--- config.mk ---
export PLATFORM = sky130hd
export DESIGN_NAME = gpio_ctrl
export DESIGN_NICKNAME = d
export VERILOG_FILES = /design/src/rtl/gpio_pkg.sv /design/src/rtl/gpio_sync.sv /design/src/rtl/gpio_bank.sv /design/src/rtl/gpio_ctrl.sv
export SDC_FILE = /design/constraint.sdc
export NUM_CORES = 2
export LEC_CHECK = 0
export ABC_AREA = 1
export BUFFER_PORTS_ARGS = -buffer_cell sky130_fd_sc_hd__buf_2
export CAP_MARGIN = 20
export CELL_PAD_IN_SITES_DETAIL_PLACEMENT = 1
export CELL_PAD_IN_SITES_GLOBAL_PLACEMENT = 2
export CORE_ASPECT_RATIO = 0.75
export CORE_MARGIN = 3
export CORE_UTILIZATION = 30
export CTS_CLUSTER_DIAMETER = 100
export DETAILED_ROUTE_END_ITERATION = 12
export HOLD_SLACK_MARGIN = 0.02
export PLACE_DENSITY = 0.72
export SKIP_CTS_REPAIR_TIMING = 1
export SYNTH_ARGS = -nofsm -noshare
export SYNTH_HDL_FRONTEND = slang
export SYNTH_SLANG_ARGS = --single-unit
--- constraint.sdc ---
create_clock -name clk -period 1.38 [get_ports clk]
set_clock_uncertainty 0.2 [all_clocks]
set_input_delay 0 -clock clk [delete_from_list [all_inputs] [get_ports clk]]
set_output_delay 0 -clock clk [all_outputs]
set_load 0.02 [all_outputs]
--- src/rtl/gpio_pkg.sv ---
package gpio_pkg;
  localparam int IDX_W = 4;

  // Register index; address = index*0x10 + bank*0x4
  typedef enum logic [IDX_W-1:0] {
    RI_DIR  = 4'd0,
    RI_INV  = 4'd1,
    RI_LVL  = 4'd2,
    RI_SET  = 4'd3,
    RI_CLR  = 4'd4,
    RI_REN  = 4'd5,
    RI_FEN  = 4'd6,
    RI_HEN  = 4'd7,
    RI_LEN  = 4'd8,
    RI_PEND = 4'd9,
    RI_KIND = 4'd10
  } reg_idx_e;

  localparam logic [IDX_W-1:0] LAST_IDX = RI_KIND;
endpackage

--- src/rtl/gpio_sync.sv ---
module gpio_sync #(
  parameter int W      = 32,
  parameter int STAGES = 2
) (
  input  logic         clk,
  input  logic         rst_n,
  input  logic [W-1:0] d,
  output logic [W-1:0] q
);
  logic [W-1:0] stg [STAGES];

  for (genvar s = 0; s < STAGES; s++) begin : g_stage
    always_ff @(posedge clk or negedge rst_n) begin
      if (!rst_n) begin
        stg[s] <= '0;
      end else if (s == 0) begin
        stg[s] <= d;
      end else begin
        stg[s] <= stg[(s == 0) ? 0 : s - 1];
      end
    end
  end

  assign q = stg[STAGES-1];
endmodule

--- src/rtl/gpio_bank.sv ---
module gpio_bank
  import gpio_pkg::*;
#(
  parameter int W           = 32,
  parameter int SYNC_STAGES = 2
) (
  input  logic             clk,
  input  logic             rst_n,
  input  logic             wr_en,
  input  logic [IDX_W-1:0] wr_idx,
  input  logic [W-1:0]     wr_data,
  input  logic [IDX_W-1:0] rd_idx,
  output logic [W-1:0]     rd_data,
  input  logic [W-1:0]     pin_in,
  output logic [W-1:0]     pin_out,
  output logic [W-1:0]     pin_oe,
  output logic [W-1:0]     pend_bits,
  output logic             pend_any
);
  logic [W-1:0] dir_q, inv_q, out_q;
  logic [W-1:0] ren_q, fen_q, hen_q, len_q;
  logic [W-1:0] pend_q, kind_q, prev_q;
  logic [W-1:0] syn, lvl, rise, fall, edge_hit, lvl_hit, clr;

  gpio_sync #(.W(W), .STAGES(SYNC_STAGES)) u_sync (
    .clk  (clk),
    .rst_n(rst_n),
    .d    (pin_in),
    .q    (syn)
  );

  // Sampled level after optional inversion
  assign lvl      = syn ^ inv_q;
  assign rise     = lvl & ~prev_q;
  assign fall     = ~lvl & prev_q;
  assign edge_hit = (rise & ren_q) | (fall & fen_q);
  assign lvl_hit  = (lvl & hen_q) | (~lvl & len_q);
  assign clr      = (wr_en && wr_idx == RI_PEND) ? wr_data : '0;

  // Configuration and output word
  always_ff @(posedge clk or negedge rst_n) begin
    if (!rst_n) begin
      dir_q <= '0;
      inv_q <= '0;
      out_q <= '0;
      ren_q <= '0;
      fen_q <= '0;
      hen_q <= '0;
      len_q <= '0;
    end else if (wr_en) begin
      case (wr_idx)
        RI_DIR: dir_q <= wr_data;
        RI_INV: inv_q <= wr_data;
        RI_LVL: out_q <= wr_data;
        RI_SET: out_q <= out_q | wr_data;
        RI_CLR: out_q <= out_q & ~wr_data;
        RI_REN: ren_q <= wr_data;
        RI_FEN: fen_q <= wr_data;
        RI_HEN: hen_q <= wr_data;
        RI_LEN: len_q <= wr_data;
        default: ;
      endcase
    end
  end

  // Sticky pending and edge-origin bits; a new event beats a clear
  always_ff @(posedge clk or negedge rst_n) begin
    if (!rst_n) begin
      pend_q <= '0;
      kind_q <= '0;
      prev_q <= '0;
    end else begin
      pend_q <= (pend_q & ~clr) | edge_hit | lvl_hit;
      kind_q <= (kind_q & ~clr) | edge_hit;
      prev_q <= lvl;
    end
  end

  always_comb begin
    case (rd_idx)
      RI_DIR:  rd_data = dir_q;
      RI_INV:  rd_data = inv_q;
      RI_LVL:  rd_data = (dir_q & out_q) | (~dir_q & lvl);
      RI_REN:  rd_data = ren_q;
      RI_FEN:  rd_data = fen_q;
      RI_HEN:  rd_data = hen_q;
      RI_LEN:  rd_data = len_q;
      RI_PEND: rd_data = pend_q;
      RI_KIND: rd_data = kind_q;
      default: rd_data = '0;
    endcase
  end

  assign pin_out   = out_q;
  assign pin_oe    = dir_q;
  assign pend_bits = pend_q;
  assign pend_any  = |pend_q;
endmodule

--- src/rtl/gpio_ctrl.sv ---
module gpio_ctrl
  import gpio_pkg::*;
#(
  parameter int NUM_BANKS   = 3,
  parameter int BANK_W      = 32,
  parameter int ADDR_W      = 8,
  parameter int SYNC_STAGES = 2
) (
  input  logic                        clk,
  input  logic                        rst_n,
  input  logic [ADDR_W-1:0]           reg_addr,
  input  logic                        reg_we,
  input  logic [BANK_W-1:0]           reg_wdata,
  output logic [BANK_W-1:0]           reg_rdata,
  input  logic [NUM_BANKS*BANK_W-1:0] pad_in,
  output logic [NUM_BANKS*BANK_W-1:0] pad_out,
  output logic [NUM_BANKS*BANK_W-1:0] pad_oe,
  output logic                        irq
);
  localparam int PINS     = NUM_BANKS * BANK_W;
  localparam int BANK_LSB = 2;
  localparam int BANK_FW  = 2;
  localparam int IDX_LSB  = BANK_LSB + BANK_FW;
  localparam int TOP_LSB  = IDX_LSB + IDX_W;

  logic [BANK_FW-1:0] sel_bank;
  logic [IDX_W-1:0]   sel_idx;
  logic               hi_zero, addr_ok;
  logic [NUM_BANKS-1:0] bank_wr, pend_vec;
  logic [BANK_W-1:0]  bank_rd [NUM_BANKS];
  logic [PINS-1:0]    stat_all;

  assign sel_bank = reg_addr[IDX_LSB-1:BANK_LSB];
  assign sel_idx  = reg_addr[TOP_LSB-1:IDX_LSB];

  if (ADDR_W > TOP_LSB) begin : g_hi
    assign hi_zero = (reg_addr[ADDR_W-1:TOP_LSB] == '0);
  end else begin : g_nohi
    assign hi_zero = 1'b1;
  end

  assign addr_ok = hi_zero && (reg_addr[BANK_LSB-1:0] == '0) && (sel_idx <= LAST_IDX);

  for (genvar b = 0; b < NUM_BANKS; b++) begin : g_bank
    assign bank_wr[b] = reg_we && addr_ok && (sel_bank == BANK_FW'(b));

    gpio_bank #(.W(BANK_W), .SYNC_STAGES(SYNC_STAGES)) u_bank (
      .clk      (clk),
      .rst_n    (rst_n),
      .wr_en    (bank_wr[b]),
      .wr_idx   (sel_idx),
      .wr_data  (reg_wdata),
      .rd_idx   (sel_idx),
      .rd_data  (bank_rd[b]),
      .pin_in   (pad_in[b*BANK_W +: BANK_W]),
      .pin_out  (pad_out[b*BANK_W +: BANK_W]),
      .pin_oe   (pad_oe[b*BANK_W +: BANK_W]),
      .pend_bits(stat_all[b*BANK_W +: BANK_W]),
      .pend_any (pend_vec[b])
    );
  end

  always_comb begin
    reg_rdata = '0;
    for (int b = 0; b < NUM_BANKS; b++) begin
      if (addr_ok && sel_bank == BANK_FW'(b)) reg_rdata = bank_rd[b];
    end
  end

  assign irq = |pend_vec;
endmodule

==> key figures <==
Cells and area
  – Fraction of layout instances using a drive strength above 1: ~33%
  – Area Overhead vs Synth: 56.39%
  – Post-route insts no fill: 10434
  – Footprint of the multi-input gates: ~0.025 mm2
  – Final nets: just over 8000
  – Post-route cell area: a little over 0.08 mm2
  – Fillers: 19624
  – Sequential cell area: between 0.02 and 0.03 mm2

Routing
  – DR iter-0 viols: 4236
  – Post-Route WL: approximately 270000 um
  – Avg WL per Cell: 25.75 um
  – Residual DRC: 0
  – Routed Antenna Nets: 0
  – Vias: around 53000
  – DRT Pass-1 Iters: 5
  – Vias per cell: approximately 5.1

Synth
  – Syn Area/Cell: 8.166 um2
  – Yosys cell types: 29
  – Primary FF master, synth: dfrtp_1
  – Post-synthesis net count: 6500
  – Warnings from Yosys: 0
  – Cell count after synthesis: between 6000 and 7000
  – EDFF count, synth: 0
  – Synth Cell Area: 0.05194 mm2
  – Number of synthesized register bits: 1152
  – Post-synthesis async set-or-reset flop share: 100.0%
  – Post-synthesis sequential area ratio: 55.50%

Die
  – IO Pins: between 300 and 400
  – DIE HEIGHT: ~370 um
  – Site Rows: roughly 130
  – Core area: between 0.15 and 0.2 mm2
  – Starting density of the core: between 30% and 40%
  – DIE WIDTH: about 490 um
  – Die area: about 0.18 mm2

STA
  – Period minus WS final: ~2.7 ns
  – Fin. Hold Viols: 363
  – Worst slew margin: 20.50%
  – RSZ-0062 raised after global routing: true
  – Fmax: around 370 MHz
  – Final slew viol count: 0
  – Tcrit/Tclk final: 193.3%
  – Hold Slack: -0.2909 ns
  – Slew @ Worst Pin: roughly 1.2 ns
  – Final setup vio count: about 1000
  – Setup slack after layout: -1.288 ns

Global routing
  – Number of global-route vias before repair: between 50000 and 60000
  – First-pass GRT wire length: around 360000 um
  – Total grt overflow: 0
  – Initial antenna violation count: 14
  – Largest net degree at the start of global routing: 115
  – GR Util All Layers: 27.66%

Setup path
  – CP max FO: 3
  – Crit end category: output port
  – Worst reg2reg setup slack: -0.29 ns
  – Reg2Reg Launch Point: g_bank[0].u_bank.inv_q[7]$_DFFE_PN0P_
  – Worst EP arrival: about 2.5 ns
  – Max stage delay cell, worst path: dfrtp_1
  – Setup Crit Path Kind: reg2out
  – Worst setup SP type: flop
  – Crit-path max cell delay: around 0.45 ns
  – Reg2Reg Depth: 5
  – CP cell instances: nor2_1 -> nand3_2 -> nor3_2 -> nand3_1 -> buf_4 -> nor2_4 -> nand3_4 -> buf_6
  – R2r endpoint: g_bank[0].u_bank.pend_bits[7]$_DFF_PN0_
  – WP data required: approximately 1.2 ns

Job
  – Max cap viols: 0

Power
  – Total power draw: slightly below 90000 uW
  – Sequential Power Share: a little over two fifths
  – Clk pwr share: a little over two fifths
  – Pwr dens: 1086 mW/mm2
  – NetSw: around 25000 uW
  – Gate power share: between 15 and 20%
  – Internal cell power: ~63000 uW
  – Peak VDD IR: 0.0008544 V
  – Sw Ratio: 28.22%
  – Leak: about 0.039 uW

Place
  – Final HPWL DP: 185100 um
  – Post-DP Area: 0.06636 mm2
  – Gpl congestion: about 0.9
  – Setup WS pre-CTS: -0.9796 ns
  – Port Buf Inserts: between 300 and 400
  – Post-Place Cells: 9855

Hold path
  – Min-delay worst type: in2async

CTS
  – CTS clock-pin slew for the worst setup and hold paths: 0.06 ns
  – CTS Buf Count: between 100 and 150
  – CTS Root Cell: clkbuf_16
  – TritonCTS clock tree: done
  – Insertion delay to the later sink of the worst-skew pair: about 0.79 ns
  – CTS max path bufs: 3
  – CTS H-tree depth: 4
  – Sink Count: between 1000 and 1500

Outcome
  – Failing checks: negative hold slack, negative setup slack
  – Status: finished with violations
-- final cells by class --
cell class	count	share of cell area, %
antenna	5	0.01540
clock buffer	192	4.895
clock inverter	42	0.6145
inverter	444	2.079
multi-input combinational	4443	30.52
sequential	1152	35.59
tap	2261	3.482
timing repair buffer	1895	22.80
-- Yosys cell counts, types with 4 or more instances --
cell | count | area [um2]
nand2_1 | 2178 | 8175
dfrtp_1 | 1152 | 28830
o21ai_0 | 642 | 3213
nor2_1 | 456 | 1712
nand3_1 | 445 | 2227
inv_1 | 435 | 1633
o21ai_1 | 249 | 1246
clkbuf_1 | 211 | 792.0
a21oi_1 | 104 | 520.5
o31ai_1 | 96 | 720.7
xor2_1 | 84 | 735.7
buf_2 | 71 | 355.3
mux2_2 | 50 | 563.0
buf_1 | 36 | 135.1
a21o_1 | 32 | 240.2
xnor2_1 | 27 | 236.5
o211ai_1 | 21 | 157.7
nand2_2 | 18 | 112.6
nor4_1 | 11 | 68.82
nor2_2 | 10 | 62.56
inv_2 | 9 | 33.78
nor3_1 | 8 | 40.04
buf_4 | 4 | 30.03
nand4_1 | 4 | 25.02
-- per-stage QoR --
stage               hold WS (ns)  utilization [%]  TNS (ns)
global route             -0.3023            47.47   -400.03
finish                   -0.2909            47.47   -361.24
CTS                      -0.9515            41.39   -134.16
floorplan                -0.4956                -    -44.79
global placement        -0.09437            38.77   -586.05
detailed placement       -0.1021            38.78   -611.31
-- flip-flops by register name, indices dropped and copies added, names as in the netlist --
name and cells:
g_bank.u_bank.fen_q 96, g_bank.u_bank.hen_q 96, g_bank.u_bank.inv_q 96, g_bank.u_bank.kind_q 96, g_bank.u_bank.len_q 96, g_bank.u_bank.pend_bits 96
g_bank.u_bank.pin_oe 96, g_bank.u_bank.pin_out 96, g_bank.u_bank.prev_q 96, g_bank.u_bank.ren_q 96, g_bank.u_bank.u_sync.q 96, g_bank.u_bank.u_sync.stg 96
-- worst max path at each step --
stage,startpoint,endpoint,depth (start not counted)
6_report,g_bank[0].u_bank.pend_bits[2]$_DFF_PN0_,irq,8
2_1_floorplan,reg_addr[5],g_bank[1].u_bank.ren_q[29]$_DFFE_PN0P_,12
3_5_place_dp,g_bank[0].u_bank.pend_bits[27]$_DFF_PN0_,irq,6
5_1_grt,g_bank[0].u_bank.pend_bits[2]$_DFF_PN0_,irq,8
3_3_place_gp,g_bank[0].u_bank.pend_bits[11]$_DFF_PN0_,irq,6
4_1_cts,g_bank[0].u_bank.pend_bits[27]$_DFF_PN0_,irq,6
-- cells by family after synthesis --
family          after synthesis  share of synthesized area (%)
flops                      1152                          55.50
simple gates               3135                          24.01
xor+xnor                    111                          1.872
mux                          50                          1.084
buf+inv                     768                          5.778
compound gates             1145                          11.76
-- power groups by stage --
| stage | sequential (uW) | combinational, uW | clock (uW) |
|---|---|---|---|
| after floorplan | 38000 | 3290 | 0 |
| after global placement | 37600 | 10500 | 0 |
| after detailed placement | 37700 | 10700 | 0 |
| after CTS | 37100 | 10700 | 37900 |
| after global routing | 37600 | 14500 | 39400 |
| final | 37400 | 13600 | 37200 |
-- critical path: cells and delay by family (launching register included) --
kind,cells,cell delay (ns)
buffers and inverters,2,0.31
flip-flops,1,0.45
AND/OR/NAND/NOR,6,0.92
-- layer usage --
| metal | up-vias | GRT usage [%] | part of all wire, % | wire (um) |
|---|---|---|---|---|
| met1 | 27396 | 40.40 | 45 | 120300 |
| met5 | - | 0 | 0.0048 | 13 |
| li1 | 23858 | - | - | - |
| met3 | 400 | 5.094 | 7.2 | 19320 |
| met2 | 1676 | 41.62 | 45 | 119800 |
| met4 | 2 | 8.026 | 3.4 | 9245 |
-- layout by cell type (no fill, tap or decap), types with 15 or more instances in the layout --
master / netlist / routed
o211ai_1: 21 / 21
nand2_2: 18 / 99
nand2_4: 0 / 45
o21ai_1: 249 / 322
o31ai_4: 0 / 78
mux2_4: 0 / 37
dfrtp_2: 0 / 71
nand3_4: 0 / 64
o31ai_2: 0 / 18
o21ai_2: 1 / 28
inv_1: 435 / 387
buf_4: 4 / 852
xor2_1: 84 / 27
nor2_4: 3 / 47
xor2_2: 0 / 50
clkbuf_16: 0 / 155
buf_6: 2 / 482
xnor2_2: 0 / 27
clkbuf_8: 0 / 32
buf_2: 71 / 149
nand3_2: 0 / 85
o21ai_0: 642 / 541
clkbuf_1: 211 / 22
inv_2: 9 / 47
nand3_1: 445 / 296
clkinv_2: 0 / 23
dfrtp_1: 1152 / 1081
buf_12: 0 / 141
nor2_1: 456 / 360
a21o_1: 32 / 32
dlygate4sd3_1: 0 / 234
nand2_1: 2178 / 2044
nor2_2: 10 / 62
buf_8: 0 / 15
a21oi_1: 104 / 83
a21oi_2: 0 / 21
No activity file was read; power rests on OpenSTA's default activity.
